File: config.mk
export PLATFORM = sky130hd
export DESIGN_NAME = result_bus_arbiter
export DESIGN_NICKNAME = d
export VERILOG_FILES = /design/src/rtl/rba_pkg.sv /design/src/rtl/rba_unit.sv /design/src/rtl/rba_oldest_pick.sv /design/src/rtl/result_bus_arbiter.sv
export SDC_FILE = /design/constraint.sdc
export NUM_CORES = 1
export LEC_CHECK = 0
export CAP_MARGIN = 20
export CORE_MARGIN = 4
export CORE_UTILIZATION = 25
export CTS_CLUSTER_DIAMETER = 200
export DETAILED_ROUTE_END_ITERATION = 10
export PLACE_DENSITY = 0.55
export SKIP_LAST_GASP = 1
export SLEW_MARGIN = 40
export SYNTH_ARGS = -nofsm -noshare
export SYNTH_HDL_FRONTEND = slang
export SYNTH_SLANG_ARGS = --single-unit
File: constraint.sdc
create_clock -name clk -period 4.45 [get_ports clk]
set_input_delay 0.6675 -clock clk [delete_from_list [all_inputs] [get_ports clk]]
set_output_delay 0.6675 -clock clk [all_outputs]
set_load 0.02 [all_outputs]
File: src/rtl/rba_pkg.sv
package rba_pkg;
    typedef enum logic [1:0] {
        UNIT_IDLE = 2'd0,
        UNIT_EXEC = 2'd1,
        UNIT_WAIT = 2'd2
    } unit_state_e;
endpackage

File: src/rtl/rba_unit.sv
module rba_unit
    import rba_pkg::*;
#(
    parameter int TAG_W = 4
) (
    input  logic             clk,
    input  logic             rst,
    input  logic             start_i,
    input  logic             done_i,
    input  logic             need_bus_i,
    input  logic [TAG_W-1:0] tag_i,
    input  logic             grant_i,
    output logic             waiting_o,
    output logic [TAG_W-1:0] tag_o,
    output logic             free_struct_o,
    output logic             free_bus_o
);
    unit_state_e state_q, state_d;
    logic [TAG_W-1:0] tag_q;

    always_comb begin
        state_d = state_q;
        unique case (state_q)
            UNIT_IDLE: if (start_i) state_d = UNIT_EXEC;
            UNIT_EXEC: if (done_i)  state_d = need_bus_i ? UNIT_WAIT : UNIT_IDLE;
            UNIT_WAIT: if (grant_i) state_d = start_i ? UNIT_EXEC : UNIT_IDLE;
            default:                state_d = UNIT_IDLE;
        endcase
    end

    always_ff @(posedge clk) begin
        if (rst) begin
            state_q <= UNIT_IDLE;
        end else begin
            state_q <= state_d;
        end
    end

    always_ff @(posedge clk) begin
        if (rst) begin
            tag_q <= '0;
        end else if (state_q == UNIT_EXEC && done_i && need_bus_i) begin
            tag_q <= tag_i;
        end
    end

    always_comb begin
        waiting_o     = (state_q == UNIT_WAIT);
        tag_o         = tag_q;
        free_bus_o    = (state_q == UNIT_IDLE);
        free_struct_o = (state_q == UNIT_IDLE) || ((state_q == UNIT_WAIT) && grant_i);
    end


    grant_on_waiter_chk: assert property (@(posedge clk) disable iff (rst)
        grant_i |-> (state_q == UNIT_WAIT));


    no_result_release_chk: assert property (@(posedge clk) disable iff (rst)
        (state_q == UNIT_EXEC && done_i && !need_bus_i) |=> (state_q == UNIT_IDLE));


    grant_leaves_wait_chk: assert property (@(posedge clk) disable iff (rst)
        (grant_i && !start_i) |=> (state_q == UNIT_IDLE));
endmodule

File: src/rtl/rba_oldest_pick.sv
module rba_oldest_pick #(
    parameter int N_UNITS = 4,
    parameter int TAG_W   = 4
) (
    input  logic [N_UNITS-1:0]       req_i,
    input  logic [N_UNITS*TAG_W-1:0] tags_i,
    output logic [N_UNITS-1:0]       pick_o
);
    localparam int IDX_W = (N_UNITS > 1) ? $clog2(N_UNITS) : 1;

    function automatic logic is_older(input logic [TAG_W-1:0] a, input logic [TAG_W-1:0] b);
        logic [TAG_W-1:0] diff;
        diff = a - b;
        return diff[TAG_W-1];
    endfunction

    logic             found;
    logic [IDX_W-1:0] best_idx;
    logic [TAG_W-1:0] best_tag;

    always_comb begin
        found    = 1'b0;
        best_idx = '0;
        best_tag = '0;
        for (int i = 0; i < N_UNITS; i++) begin
            if (req_i[i] && (!found || is_older(tags_i[i*TAG_W +: TAG_W], best_tag))) begin
                found    = 1'b1;
                best_idx = IDX_W'(i);
                best_tag = tags_i[i*TAG_W +: TAG_W];
            end
        end
        pick_o = '0;
        if (found) pick_o[best_idx] = 1'b1;
    end
endmodule

File: src/rtl/result_bus_arbiter.sv
module result_bus_arbiter #(
    parameter int N_UNITS     = 4,
    parameter int MAX_INFLIGHT = 8,
    parameter int TAG_W       = $clog2(MAX_INFLIGHT) + 1
) (
    input  logic                     clk,
    input  logic                     rst,
    input  logic [N_UNITS-1:0]       start_i,
    input  logic [N_UNITS-1:0]       done_i,
    input  logic [N_UNITS-1:0]       need_bus_i,
    input  logic [N_UNITS*TAG_W-1:0] tag_i,
    output logic [N_UNITS-1:0]       grant_o,
    output logic                     bus_valid_o,
    output logic [TAG_W-1:0]         bus_tag_o,
    output logic [N_UNITS-1:0]       free_struct_o,
    output logic [N_UNITS-1:0]       free_bus_o
);
    logic [N_UNITS-1:0]       waiting;
    logic [N_UNITS*TAG_W-1:0] held_tags;
    logic [N_UNITS-1:0]       grant_q;
    logic [N_UNITS-1:0]       pick;

    for (genvar u = 0; u < N_UNITS; u++) begin : g_unit
        rba_unit #(.TAG_W(TAG_W)) i_unit (
            .clk          (clk),
            .rst          (rst),
            .start_i      (start_i[u]),
            .done_i       (done_i[u]),
            .need_bus_i   (need_bus_i[u]),
            .tag_i        (tag_i[u*TAG_W +: TAG_W]),
            .grant_i      (grant_q[u]),
            .waiting_o    (waiting[u]),
            .tag_o        (held_tags[u*TAG_W +: TAG_W]),
            .free_struct_o(free_struct_o[u]),
            .free_bus_o   (free_bus_o[u])
        );
    end

    rba_oldest_pick #(.N_UNITS(N_UNITS), .TAG_W(TAG_W)) i_pick (
        .req_i (waiting & ~grant_q),
        .tags_i(held_tags),
        .pick_o(pick)
    );

    always_ff @(posedge clk) begin
        if (rst) begin
            grant_q <= '0;
        end else begin
            grant_q <= pick;
        end
    end

    always_comb begin
        bus_tag_o = '0;
        for (int u = 0; u < N_UNITS; u++) begin
            if (grant_q[u]) bus_tag_o = bus_tag_o | held_tags[u*TAG_W +: TAG_W];
        end
        grant_o     = grant_q;
        bus_valid_o = |grant_q;
    end


    grant_onehot_chk: assert property (@(posedge clk) disable iff (rst)
        $onehot0(grant_q));


    reset_clears_grant_chk: assert property (@(posedge clk)
        rst |=> (grant_q == '0));
endmodule

## Word level (Yosys, flattened, before mapping)

Cells that the tools add are included.

| word-level totals | value |
|---|---|
| register bits after elaboration | 28 |
| bits of input ports | 30 |

| operators by class | value |
|---|---|
| add/subtract/negate cells | 3 |
| $lt $le $gt $ge | 2 |
| eq/ne operators | 20 |
| muxes and demuxes | 40 |
| bitwise gates (word level) | 6 |
| reductions and logical operators | 36 |

Operators with widths:

| kind | number |
|---|---|
| 2-bit two-way mux | 18 |
| 4-bit two-way mux | 7 |
| 2-bit inequality test (second input constant) | 12 |
| 2-bit one-hot mux with 3 select lines | 4 |
| 1-bit logical AND | 16 |
| 4-bit bitwise OR | 3 |
| 3-bit AND reduction | 4 |
| 4-bit subtractor | 3 |
| 1-bit two-way mux | 10 |
| 2-bit by 1-bit equality test with 1-bit output (second input constant) | 4 |
| 2-bit equality test (second input constant) | 4 |
| 2-bit logical NOT | 4 |
| 1-bit logical OR | 7 |
| 4-bit bitwise AND | 1 |
| 4-bit inverter | 1 |
| 4-bit OR reduction | 1 |
| 1-bit logical NOT | 3 |
| 2-bit by 3-bit < comparator with 1-bit output (second input constant) | 1 |
| 1-bit demux with 2-bit select | 1 |
| 2-bit by 1-bit greater-or-equal comparator with 1-bit output (second input constant) | 1 |
| 2-bit OR reduction | 1 |
| 1-bit inverter | 1 |

## Depth between registers and ports, before layout

Gate-level depths: netlist (run 1).

| logic depth | value |
|---|---|
| depth in word-level cells | 19 |
| gate-level depth with buffers | 25 |

## By module

Synthesis (run 1) repeated with hierarchy kept, for this count alone.

| unflattened totals | value |
|---|---|
| cells, all modules | 245 |
| area total of the unflattened synthesis | 2147.1 um2 |

By module, submodules not included:

| module | instances | cells an instance | area an instance (um2) | sequential area each (um2) |
|---|---|---|---|---|
| rba_unit | 4 | 31 | 301.5 | 120.1 |
| rba_oldest_pick | 1 | 96 | 725.7 | 0.0 |
| result_bus_arbiter | 1 | 25 | 215.2 | 80.1 |

## Worst setup path before layout (run 1)

OpenSTA, ideal clock, no wires.

| timing | value |
|---|---|
| path kind | flip-flop to flip-flop |
| from | register g_unit[0].i_unit.state_q[0] |
| to | register grant_q[2] (netlist: grant_o[2]) |
| setup time | 0.103 ns |
| arrival | 4.823 ns |
| data required time | 4.347 ns |
| setup slack | -0.477 ns |
| stages on the path, launching flop included | 26 |
| cell sequence | dfxtp_1 > nor3b_2 > buf_2 > nand2_1 > ha_1 > a21oi_1 > o21ai_4 > xnor2_1 > a21oi_1 > nor2_1 > a21oi_1 > ha_1 > a21o_1 > a21oi_1 > nand3_1 > a21oi_1 > o211ai_2 > a21oi_2 > nand2b_1 > nand2_1 > o21ai_0 > ha_1 > a211oi_1 > a32oi_1 > xnor2_1 > a2111oi_2 |

| on the way | value |
|---|---|
| longest elaborated chain between the ends | 19 |
| elaborated cells on any way between the ends | 31 |
| those cells by class | add/sub (3); order compare (2); eq/ne (1); mux (12); bitwise (2); reduce/logical (11) |

RTL lines:

| element | RTL line | text |
|---|---|---|
| start, declared | rba_unit.sv:18 | `unit_state_e state_q, state_d;` |
| start signal, assigned | rba_unit.sv:35 | `state_q <= state_d;` |
| 2-bit equality test (*) | rba_unit.sv:48 | `waiting_o = (state_q == UNIT_WAIT);` |
| 4-bit bitwise AND (*) | result_bus_arbiter.sv:40 | `.req_i (waiting & ~grant_q),` |
| 4-bit two-way mux / 1-bit two-way mux (equally long branches) | rba_oldest_pick.sv:26 | `if (req_i[i] && (!found \|\| is_older(tags_i[i*TAG_W +: TAG_W], best_tag))) begin` |
| 4-bit subtractor / 1-bit logical NOT (equally long branches) | rba_oldest_pick.sv:13, rba_oldest_pick.sv:26 |  |
| 1-bit logical OR | rba_oldest_pick.sv:26 |  |
| 1-bit logical AND | rba_oldest_pick.sv:26 |  |
| 4-bit two-way mux / 1-bit two-way mux (equally long branches) | rba_oldest_pick.sv:26 |  |
| 4-bit subtractor / 1-bit logical NOT (equally long branches) | rba_oldest_pick.sv:13, rba_oldest_pick.sv:26 |  |
| [3 not listed] | - |  |
| 4-bit subtractor / 1-bit logical NOT (equally long branches) | rba_oldest_pick.sv:13, rba_oldest_pick.sv:26 |  |
| 1-bit logical OR | rba_oldest_pick.sv:26 |  |
| 1-bit logical AND | rba_oldest_pick.sv:26 |  |
| 2-bit two-way mux | rba_oldest_pick.sv:26 |  |
| 2-bit by 3-bit < comparator with 1-bit output (implied by the code) / 2-bit by 1-bit greater-or-equal comparator with 1-bit output (equally long branches) | rba_oldest_pick.sv:33 | `if (found) pick_o[best_idx] = 1'b1;` |
| 1-bit logical AND (implied by the code) | rba_oldest_pick.sv:33 |  |
| 1-bit two-way mux (implied by the code) | rba_oldest_pick.sv:33 |  |
| 1-bit demux with 2-bit select | - |  |
| end signal, assigned | result_bus_arbiter.sv:49 | `grant_q <= pick;` |
| end, declared | result_bus_arbiter.sv:20 | `logic [N_UNITS-1:0] grant_q;` |

Every way passes the cells marked *; elsewhere a longest branch is shown, timed or not.
A chain may end at the register's enable or synchronous reset.

## Final worst setup path (run 1)

| timing | value |
|---|---|
| from | register grant_q[0] (netlist: grant_o[0]) |
| to | register grant_q[0] (netlist: grant_o[0]) |

| on the way | value |
|---|---|
| longest elaborated chain between the ends | 19 |
| elaborated cells on any way between the ends | 31 |
| those cells by class | add/sub (3); order compare (2); mux (12); bitwise (3); reduce/logical (11) |

RTL lines:

| element | RTL line |
|---|---|
| 4-bit inverter (*) | result_bus_arbiter.sv:40 |
| 4-bit bitwise AND (*) | result_bus_arbiter.sv:40 |
| 4-bit two-way mux / 1-bit two-way mux (equally long branches) | rba_oldest_pick.sv:26 |
| 4-bit subtractor / 1-bit logical NOT (equally long branches) | rba_oldest_pick.sv:13, rba_oldest_pick.sv:26 |
| 1-bit logical OR | rba_oldest_pick.sv:26 |
| 1-bit logical AND | rba_oldest_pick.sv:26 |
| 4-bit two-way mux / 1-bit two-way mux (equally long branches) | rba_oldest_pick.sv:26 |
| 4-bit subtractor / 1-bit logical NOT (equally long branches) | rba_oldest_pick.sv:13, rba_oldest_pick.sv:26 |
| [3 not listed] | - |
| 4-bit subtractor / 1-bit logical NOT (equally long branches) | rba_oldest_pick.sv:13, rba_oldest_pick.sv:26 |
| 1-bit logical OR | rba_oldest_pick.sv:26 |
| 1-bit logical AND | rba_oldest_pick.sv:26 |
| 2-bit two-way mux | rba_oldest_pick.sv:26 |
| 2-bit by 3-bit < comparator with 1-bit output (implied by the code) / 2-bit by 1-bit greater-or-equal comparator with 1-bit output (equally long branches) | rba_oldest_pick.sv:33 |
| 1-bit logical AND (implied by the code) | rba_oldest_pick.sv:33 |
| 1-bit two-way mux (implied by the code) | rba_oldest_pick.sv:33 |
| 1-bit demux with 2-bit select | - |

Marked as above.

==> results of run 1 <==
## layout by cell type (no fill, tap or decap), types with 2 or more instances in the layout
| cell type | instances |
|---|---|
| a21o_1 | 2 |
| a21oi_1 | 10 |
| a21oi_2 | 7 |
| a21oi_4 | 2 |
| a22oi_1 | 8 |
| buf_4 | 37 |
| clkbuf_8 | 4 |
| clkdlybuf4s50_1 | 45 |
| dfxtp_1 | 25 |
| dfxtp_2 | 3 |
| ha_1 | 2 |
| ha_4 | 3 |
| inv_1 | 6 |
| mux2i_1 | 16 |
| nand2_1 | 10 |
| nand2_2 | 2 |
| nand3_1 | 3 |
| nand4b_1 | 3 |
| nor2_1 | 36 |
| nor2b_1 | 4 |
| nor3_1 | 2 |
| nor3b_4 | 2 |
| o21a_1 | 3 |
| o21ai_0 | 6 |
| o21ai_2 | 2 |
| or3_1 | 4 |
| xnor2_2 | 2 |
## worst paths after layout
| path | endpoint | slack [ns] | depth (start not counted) |
|---|---|---|---|
| worst max-delay path | grant_o[0] | -0.08 | 24 |
| worst min-delay path | g_unit[3].i_unit.tag_o[0] | 0.56 | 2 |
| worst max register to register | grant_o[0] | -0.08 | 24 |
| worst min register to register | g_unit[3].i_unit.tag_o[0] | 0.56 | 2 |
## worst reg2reg max path, cell delays in order (launching register included)
cell and delay, ns:
dfxtp_2 0.35, nor3b_4 0.28, nand2_4 0.09, ha_4 0.24
a21oi_4 0.18, o21ai_4 0.09, xnor2_2 0.15, a21oi_2 0.26
nor2_1 0.10, a21oi_2 0.13, ha_1 0.26, a21o_1 0.17
a21oi_2 0.15, nand3_1 0.11, a21oi_2 0.16, o211ai_2 0.10
a21oi_2 0.18, nand2b_4 0.16, o21ai_1 0.06, ha_1 0.33
a211oi_2 0.25, a32oi_2 0.15, xnor2_2 0.24, buf_4 0.16
a21oi_2 0.05
## registers in the layout, indices dropped and copies added (netlist names)
signal,flops
g_unit.i_unit.state_q,8
g_unit.i_unit.tag_o,16
grant_o,4
## synthesized netlist by cell type (2+ instances only)
cell	number
nand3_1	3
dfxtp_1	28
nor2b_1	4
a21o_1	2
mux2i_1	16
nor3_1	2
a32oi_1	2
ha_1	6
inv_1	6
o21ai_0	9
clkbuf_1	2
xnor2_1	3
or3_1	4
nand2b_1	2
a22oi_1	8
a21oi_1	18
a211oi_1	2
o21a_1	3
nor2_1	37
buf_4	12
nand2_1	13
buf_1	2
nand4b_1	3
## repair_timing
action,in CTS,in global routing
gates cloned,0,0
hold endpoints to repair,0,0
buffers inserted,13,9
setup endpoints to repair,4,4
pin swaps,22,16
resized for setup,16,7
## per-layer routing
layer / vias up / share of wire (%)
li1: 868 / -
met1: 792 / 45
met2: 33 / 50
met3: 7 / 4.1
met4: 0 / 1.4
met5: - / 0
## power by group through the flow
stage	sequential, mW	clock [mW]	combinational, mW
floorplan	0.273	0	0.0787
global placement	0.276	0	0.126
detailed placement	0.276	0	0.126
CTS	0.271	0.171	0.137
global route	0.273	0.179	0.159
finish	0.271	0.160	0.146
## cell type report
| cell class | count | area, um2 | share of cell area (%) |
|---|---|---|---|
| sequential | 28 | 564 | 21.3 |
| inverter | 6 | 22.5 | 0.851 |
| tap | 77 | 96.3 | 3.64 |
| clock buffer | 4 | 55.1 | 2.08 |
| multi-input combinational | 155 | 1160 | 44.0 |
| timing repair buffer | 84 | 744 | 28.1 |
## kinds of logic after synthesis
group	Yosys count	synth area share (%)
XOR/XNOR	3	1.53
multiplexers	16	9.34
AO/OA/AOI/OAI	53	21.1
adder cells (fa/ha/maj)	6	4.38
AND/OR/NAND/NOR	77	22.6
buffers and inverters	24	8.39
flip-flops	28	32.7
==> run_results.csv, run 1 <==
group,metric,value,unit
global_route,grt_first_pass_wirelength,7850,um
clock_network,clock_latency,0.28,ns
final_layout,drive_gt1_share,28.2,%
clock_network,cts_root_buffer,"clkbuf_8",
setup_path,critPathBufInv,1,
place,post-place-cells,328,
yosys,netlist_area,1720,um2
yosys,syn_nets,243,
setup_path,startpoint_type,"flip-flop",
die,pin_count,47,
min_path,hp-class,"flip-flop to flip-flop",
place,io_buffers,46,
power,combinationalPowerShare,25.3,%
timing,period_share,102,%
clock_network,cts_tree,"yes",
setup_path,cp-end-kind,"flip-flop",
die,start_util,26.4,%
clock_network,cts_hold_buf,0,
final_layout,post-route-util,40.8,%
yosys,synth_area_leaders,"dfxtp_1 (33%), mux2i_1 (9.3%), nor2_1 (8.1%), a21oi_1 (5.3%), buf_4 (5.3%)",
timing,timing.fmax,0.221,GHz
power,p_clk_share,27.8,%
global_route,grt_use_total,11.5,%
timing,tns,-0.212,ns
final_layout,area_growth,54.3,%
routing,dr_total_vias,1700,
setup_path,slowest_stage,"dfxtp_2",
power,seqPwrFrac,46.9,%
setup_path,crit_type,"flip-flop to flip-flop",
yosys,synthFlopType,"dfxtp_1",
routing,drc,0,
setup_path,required,4.61,ns
global_route,grt_pass1_vias,1695,
clock_network,clock_path_buffers,2,
yosys,synth.distinct_cells,43,
timing,fin_skew,0.00313,ns
yosys,synth_top_area_share,32.7,%
global_route,gr-usage-met2,19.9,%
yosys,synth_edf_count,0,
power,sw_frac_of_total,26.7,%
yosys,synth_top_area_cell,"dfxtp_1",
power,internal_power,423,uW
timing,setup_ws,-0.0762,ns
routing,vias_per_cell,4.80,
final_layout,fin_cells,354,
routing,antenna_left,0,
timing,hold_ws,0.563,ns
global_route,use_met1,14.4,%
place,placed_area,2330,um2
setup_path,cp_top_family,"compound AO/OA/AOI/OAI gates",
yosys,yosys_warnings,0,
timing,drv_slew,0,
setup_path,crit_fanout,4,
power,p_leak,1.17,nW
power,total_power,578,uW
timing,layout_min_cycle_time,4.53,ns
final_layout,fin_area,2650,um2
die,fp.dieW,90.8,um
status,violations,"negative setup slack",
routing,firstDrtPassIters,4,
setup_path,arrival,4.69,ns
run,max-cap-violations,0,
place,detailedPlace.worstSlack,-0.214,ns
status,status,"finished with violations",
clock_network,h-tree-depth,1,
setup_path,crit_path_cell_trace,"nor3b_4 > nand2_4 > ha_4 > a21oi_4 > o21ai_4 > xnor2_2 > a21oi_2 > nor2_1 > a21oi_2 > ha_1 > a21o_1 > a21oi_2 > nand3_1 > a21oi_2 > o211ai_2 > a21oi_2 > nand2b_4 > o21ai_1 > ha_1 > a211oi_2 > a32oi_2 > xnor2_2 > buf_4 > a21oi_2",
die,fp.dieArea,8250,um2
timing,worst_pin_slew,0.510,ns
routing,drt_wl_total,4830,um
setup_path,crit_top_cell,"a21oi_2",
setup_path,regToRegStartpoint,"grant_o[0]",
power,peakVddDrop,0.105,mV
final_layout,final_nets,314,
final_layout,nFillCells,640,
clock_network,cts.sinks,28,
global_route,grt_start_max_net_pins,28,
global_route,grt_overflow_total,0,
power,p_per_area,218,nW/um2
place,gp_congestion,0.880,
timing,rsz0062_at_grt,"true",
global_route,antenna_found_initial,0,
routing,drtIter0Drc,67,
yosys,synthCells,207,
global_route,grt.busiest_layer,"met2",
timing,hold_violations,0,
die,fp.coreArea,6490,um2
power,p_sw,154,uW
yosys,ys_ff_latch,28,
timing,setup_viol,3,
final_layout,n_antenna_cell,0,
die,die_h,90.8,um
timing,max_slew_margin,66.0,%
yosys,synth_area_per_cell,8.29,um2
routing,wl_per_cell,13.6,um
global_route,use_met3,2.25,%
min_path,hp-start,"g_unit[3].i_unit.tag_o[0]",
setup_path,critPathLaunch,"grant_o[0]",
setup_path,cpPeakStageDelay,0.35,ns
clock_network,cts_made_buffers,3,
die,num_rows,29,
yosys,seq_area_frac_synth,32.7,%
yosys,ys_async_sr_fraction,0,%
clock_network,path_clk_slew,0.10,ns
place,dp_hpwl,3510,um
No activity file was read; power rests on OpenSTA's default activity.
==> run 2, diff against run 1 <==
- CORE_UTILIZATION: 25 -> 43
- PLACE_DENSITY: 0.55 -> 0.81
==> run 2 against run 1 <==
- the flow still finishes with violations (negative setup slack)
- first-iteration DRC count grew 63%
- routed wire length grew 11%
- final cell count shrank 11%
- clock-buffer cell count shrank 1
- clock power shrank 14%
- clock skew is essentially flat
- core utilization grew 28 points
- critical path type unchanged
==> run_results.csv, run 2 (same netlist as run 1, synthesis figures left out) <==
group,metric,value,unit
clock_network,cts.sinks,28,
die,die_h,71.2,um
setup_path,reg2reg_to,"grant_o[0]",
final_layout,final_nets,305,
setup_path,startpoint_type,"flip-flop",
final_layout,fin_cells,315,
power,sw_frac_of_total,27.7,%
clock_network,cts_root_buffer,"clkbuf_8",
setup_path,slowest_stage,"dfxtp_2",
timing,period_share,103,%
setup_path,cp_top_family,"compound AO/OA/AOI/OAI gates",
power,p_clk_share,24.9,%
power,p_per_area,213,nW/um2
routing,wl_per_cell,17.0,um
timing,drv_slew,0,
routing,vias_per_cell,5.67,
final_layout,area_growth,50.5,%
timing,max_slew_margin,63.7,%
timing,hold_violations,0,
power,combinationalPowerShare,25.7,%
place,io_buffers,46,
status,violations,"negative setup slack",
global_route,grt_start_max_net_pins,28,
final_layout,n_antenna_cell,0,
clock_network,path_clk_slew,0.09,ns
setup_path,crit_type,"flip-flop to flip-flop",
clock_network,cts_hold_buf,0,
final_layout,layout_common_cells,"clkdlybuf4s50_1 (45), nor2_1 (36), buf_4 (28)",
die,fp.dieW,71.2,um
timing,setup_ws,-0.146,ns
power,internal_power,398,uW
clock_network,clock_latency,0.27,ns
setup_path,reg2reg_depth,26,
setup_path,cp-end-kind,"flip-flop",
final_layout,largest_reg_flops,16,
global_route,grt_use_total,20.1,%
status,status,"finished with violations",
setup_path,arrival,4.75,ns
setup_path,required,4.60,ns
place,placed_area,2250,um2
die,fp.dieArea,5060,um2
setup_path,critPathBufInv,9,
min_path,hp-class,"flip-flop to flip-flop",
setup_path,cpPeakStageDelay,0.35,ns
final_layout,drive_gt1_share,26.6,%
place,dp_hpwl,3260,um
clock_network,cts_made_buffers,3,
setup_path,crit_cells,26,
global_route,grt_pass1_vias,1761,
timing,fin_skew,0.00320,ns
setup_path,crit_fanout,4,
timing,worst_pin_slew,0.540,ns
final_layout,nFillCells,295,
clock_network,clock_path_buffers,2,
timing,rsz0062_at_grt,"true",
place,post-place-cells,293,
power,total_power,550,uW
power,seqPwrFrac,49.4,%
global_route,antenna_found_initial,0,
setup_path,regToRegStartpoint,"g_unit[0].i_unit.state_q[0]",
timing,setup_viol,4,
setup_path,crit_top_cell,"buf_4",
place,gp_congestion,0.863,
min_path,holdPathEnd,"g_unit[2].i_unit.state_q[0]",
routing,firstDrtPassIters,4,
die,start_util,45.5,%
routing,antenna_left,0,
timing,hold_ws,0.566,ns
global_route,grt_first_pass_wirelength,8160,um
setup_path,regToRegSetupSlack,-0.15,ns
routing,drtIter0Drc,109,
routing,drc,0,
min_path,whs_path_depth,2,
run,max-cap-violations,0,
power,p_sw,152,uW
die,pin_count,47,
die,num_rows,22,
routing,dr_total_vias,1786,
die,fp.coreArea,3770,um2
global_route,grt_overflow_total,0,
clock_network,cts_tree,"yes",
routing,drt_wl_total,5350,um
power,peakVddDrop,0.127,mV
clock_network,h-tree-depth,1,
final_layout,mostFrequentLayoutCell,"clkdlybuf4s50_1",
final_layout,fin_area,2580,um2
timing,timing.fmax,0.218,GHz
power,p_leak,1.12,nW
timing,layout_min_cycle_time,4.60,ns
min_path,hp-start,"g_unit[2].i_unit.state_q[0]",
setup_path,critPathLaunch,"g_unit[0].i_unit.state_q[0]",
## run 2: area by class of cell
type | instances | area (um2) | share of cell area (%)
clock buffer | 3 | 41.3 | 1.60
inverter | 6 | 22.5 | 0.872
multi-input combinational | 155 | 1220 | 47.1
sequential | 28 | 564 | 21.9
tap | 48 | 60.1 | 2.33
timing repair buffer | 75 | 677 | 26.2
## run 2: worst max-delay path by stage
stage | endpoint | slack, ns
final | grant_o[0] | -0.15
after detailed placement | grant_o[0] | -0.27
after global routing | grant_o[0] | -0.28
after global placement | grant_o[0] | -0.06
after CTS | grant_o[2] | -0.07
after floorplan | grant_o[2] | 0.002
## run 2: what timing repair did
| item | in CTS | in global routing |
|---|---|---|
| pin swaps | 20 | 6 |
| resized for setup | 19 | 10 |
| setup buffers | 16 | 3 |
| endpoints found under the setup margin | 4 | 4 |
## run 2: power groups by stage
stage / Sequential (mW) / Clock [mW] / Combinational [mW]
after global routing: 0.273 / 0.150 / 0.151
after CTS: 0.271 / 0.139 / 0.131
after global placement: 0.275 / 0 / 0.120
after floorplan: 0.273 / 0 / 0.0787
final: 0.272 / 0.137 / 0.142
after detailed placement: 0.276 / 0 / 0.122
## run 2: metal layers
layer	global-route usage [%]	up-vias	wire length, um
met5	0	-	0
met4	10.0	0	192
met1	23.6	840	2200
met2	34.2	78	2600
met3	4.55	19	355
li1	-	849	-
## run 2: metrics by stage
stage                     setup TNS (ns)  utilization (%)  setup slack, ns
after detailed placement          -0.951             59.7           -0.270
after global routing              -0.895             68.5           -0.280
final                             -0.331             68.5           -0.146
after CTS                        -0.0654             66.2          -0.0654
after floorplan                        0                -          0.00154
after global placement            -0.130             59.8          -0.0589
## run 2: worst min-delay path: cells and delay by family, from the launching register on
family / cells / cell delay, ns
AO/OA/AOI/OAI: 1 / 0.06
flip-flops: 1 / 0.37
AND/OR/NAND/NOR: 1 / 0.10
==> run 3, diff against run 2 <==
- SETUP_SLACK_MARGIN: not set -> 0.05
==> run 3 against run 2 <==
- the flow still finishes with violations (negative setup slack)
- flip-flop and latch count is the same
- core utilization down 3.7 points
- critical path depth down 1
- highest routed layer unchanged
- clock-buffer cell count stayed put
==> run_results.csv, run 3 (same netlist as run 1, synthesis figures left out) <==
group,metric,value,unit
timing,setup_ws,-0.00612,ns
routing,drt_wl_total,4400,um
setup_path,crit_top_cell,"a21oi_2",
final_layout,drive_gt1_share,21.8,%
power,total_power,539,uW
min_path,hp-class,"flip-flop to flip-flop",
clock_network,clock_path_buffers,2,
setup_path,regToRegStartpoint,"grant_o[0]",
global_route,grt_use_total,17.2,%
min_path,hp-start,"g_unit[3].i_unit.tag_o[1]",
die,die_h,71.2,um
timing,max_slew_margin,64.9,%
setup_path,reg2reg_to,"grant_o[2]",
global_route,grt_overflow_total,0,
timing,drv_slew,0,
setup_path,crit_fanout,7,
setup_path,reg2reg_depth,25,
setup_path,startpoint_type,"flip-flop",
timing,fin_skew,0.00372,ns
run,max-cap-violations,0,
routing,drtIter0Drc,95,
die,pin_count,47,
global_route,antenna_found_initial,0,
setup_path,cpPeakStageDelay,0.33,ns
setup_path,arrival,4.64,ns
place,dp_hpwl,3130,um
status,violations,"negative setup slack",
die,fp.dieArea,5060,um2
final_layout,largest_reg_flops,16,
setup_path,critPathBufInv,1,
global_route,grt_pass1_vias,1535,
clock_network,clock_latency,0.27,ns
min_path,whs_path_depth,2,
global_route,grt_start_max_net_pins,28,
place,placed_area,2240,um2
power,peakVddDrop,0.130,mV
die,start_util,45.5,%
power,p_per_area,220,nW/um2
min_path,holdPathEnd,"g_unit[3].i_unit.tag_o[1]",
setup_path,cp_top_family,"compound AO/OA/AOI/OAI gates",
clock_network,cts.sinks,28,
timing,setup_viol,1,
timing,tns,-0.00612,ns
place,gp_congestion,0.901,
routing,dr_total_vias,1672,
timing,rsz0062_at_grt,"true",
status,status,"finished with violations",
final_layout,layout_common_cells,"clkdlybuf4s50_1 (45), nor2_1 (36), dfxtp_1 (26)",
routing,antenna_left,0,
die,fp.coreArea,3770,um2
die,num_rows,22,
clock_network,cts_tree,"yes",
die,fp.dieW,71.2,um
power,p_leak,1.08,nW
clock_network,cts_root_buffer,"clkbuf_8",
routing,drc,0,
place,io_buffers,46,
routing,wl_per_cell,14.4,um
setup_path,crit_type,"flip-flop to flip-flop",
clock_network,h-tree-depth,1,
setup_path,slowest_stage,"dfxtp_2",
final_layout,mostFrequentLayoutCell,"clkdlybuf4s50_1",
clock_network,path_clk_slew,0.09,ns
routing,firstDrtPassIters,4,
clock_network,cts_made_buffers,3,
final_layout,area_growth,42.5,%
final_layout,fin_area,2440,um2
setup_path,regToRegSetupSlack,-0.006,ns
final_layout,final_nets,295,
timing,period_share,100,%
global_route,grt_first_pass_wirelength,7080,um
setup_path,required,4.63,ns
timing,worst_pin_slew,0.522,ns
timing,hold_violations,0,
timing,timing.fmax,0.224,GHz
routing,vias_per_cell,5.48,
timing,layout_min_cycle_time,4.46,ns
final_layout,n_antenna_cell,0,
setup_path,cp-end-kind,"flip-flop",
run 3: cell count changes in the layout (fill, tap and decap cells not counted), moves of 2 or more:
cell     before  now
ha_4          6    3
ha_1          0    2
buf_4        28   19
nand2_4       1    3
nand2_2       3    1
run 3: where the power goes:
| group | total, mW | switching (mW) | internal [mW] |
|---|---|---|---|
| logic | 0.133 | 0.0586 | 0.0747 |
| clock network | 0.135 | 0.0742 | 0.0608 |
| registers | 0.270 | 0.0114 | 0.259 |
| total | 0.539 | 0.144 | 0.395 |
run 3: final cells by class:
cell class | count | area [um2]
Fill cell | 334 | 1330
Sequential cell | 28 | 563
Inverter | 6 | 22.5
Multi-Input combinational cell | 155 | 1160
Timing Repair Buffer | 65 | 598
Tap cell | 48 | 60.1
Clock buffer | 3 | 41.3
run 3: stage by stage:
| step | worst slack, ns | util [%] | cells | hold WS [ns] |
|---|---|---|---|---|
| final | -0.00612 | 64.8 | 305 | 0.556 |
| after global routing | -0.259 | 64.8 | 305 | 0.583 |
| after CTS | 0.0518 | 62.7 | 300 | 0.557 |
| after detailed placement | -0.109 | 59.4 | 291 | 0.537 |
| after global placement | 0.0576 | 59.5 | 291 | 0.533 |
| after floorplan | 0.0735 | - | 207 | 0.491 |
run 3: how the worst max path moves through the flow:
stage                from    endpoint  slack [ns]  cells past startpoint
3_5_place_dp   grant_o[0]  grant_o[0]       -0.11                     25
3_3_place_gp   grant_o[0]  grant_o[0]        0.06                     24
2_1_floorplan  grant_o[0]  grant_o[2]        0.07                     24
6_report       grant_o[0]  grant_o[2]      -0.006                     25
5_1_grt        grant_o[0]  grant_o[2]       -0.26                     25
4_1_cts        grant_o[0]  grant_o[2]        0.05                     25
run 3: tightest hold or removal path, stage by stage, from the launching register on:
cell	delay, ns
dfxtp_1	0.34
mux2i_1	0.13
nor2_1	0.05
run 3: routing by layer:
layer	vias up	track usage [%]	wire length, um
met4	0	5.64	94
li1	832	-	-
met1	760	22.7	1930
met5	-	0	0
met2	70	28.9	2070
met3	10	2.13	309
run 3: what timing repair did:
item | CTS | global route
setup endpoints to repair | 4 | 4
resized for setup | 8 | 10
pin swaps | 7 | 6
buffers inserted | 6 | 5
hold buffers | 0 | 0
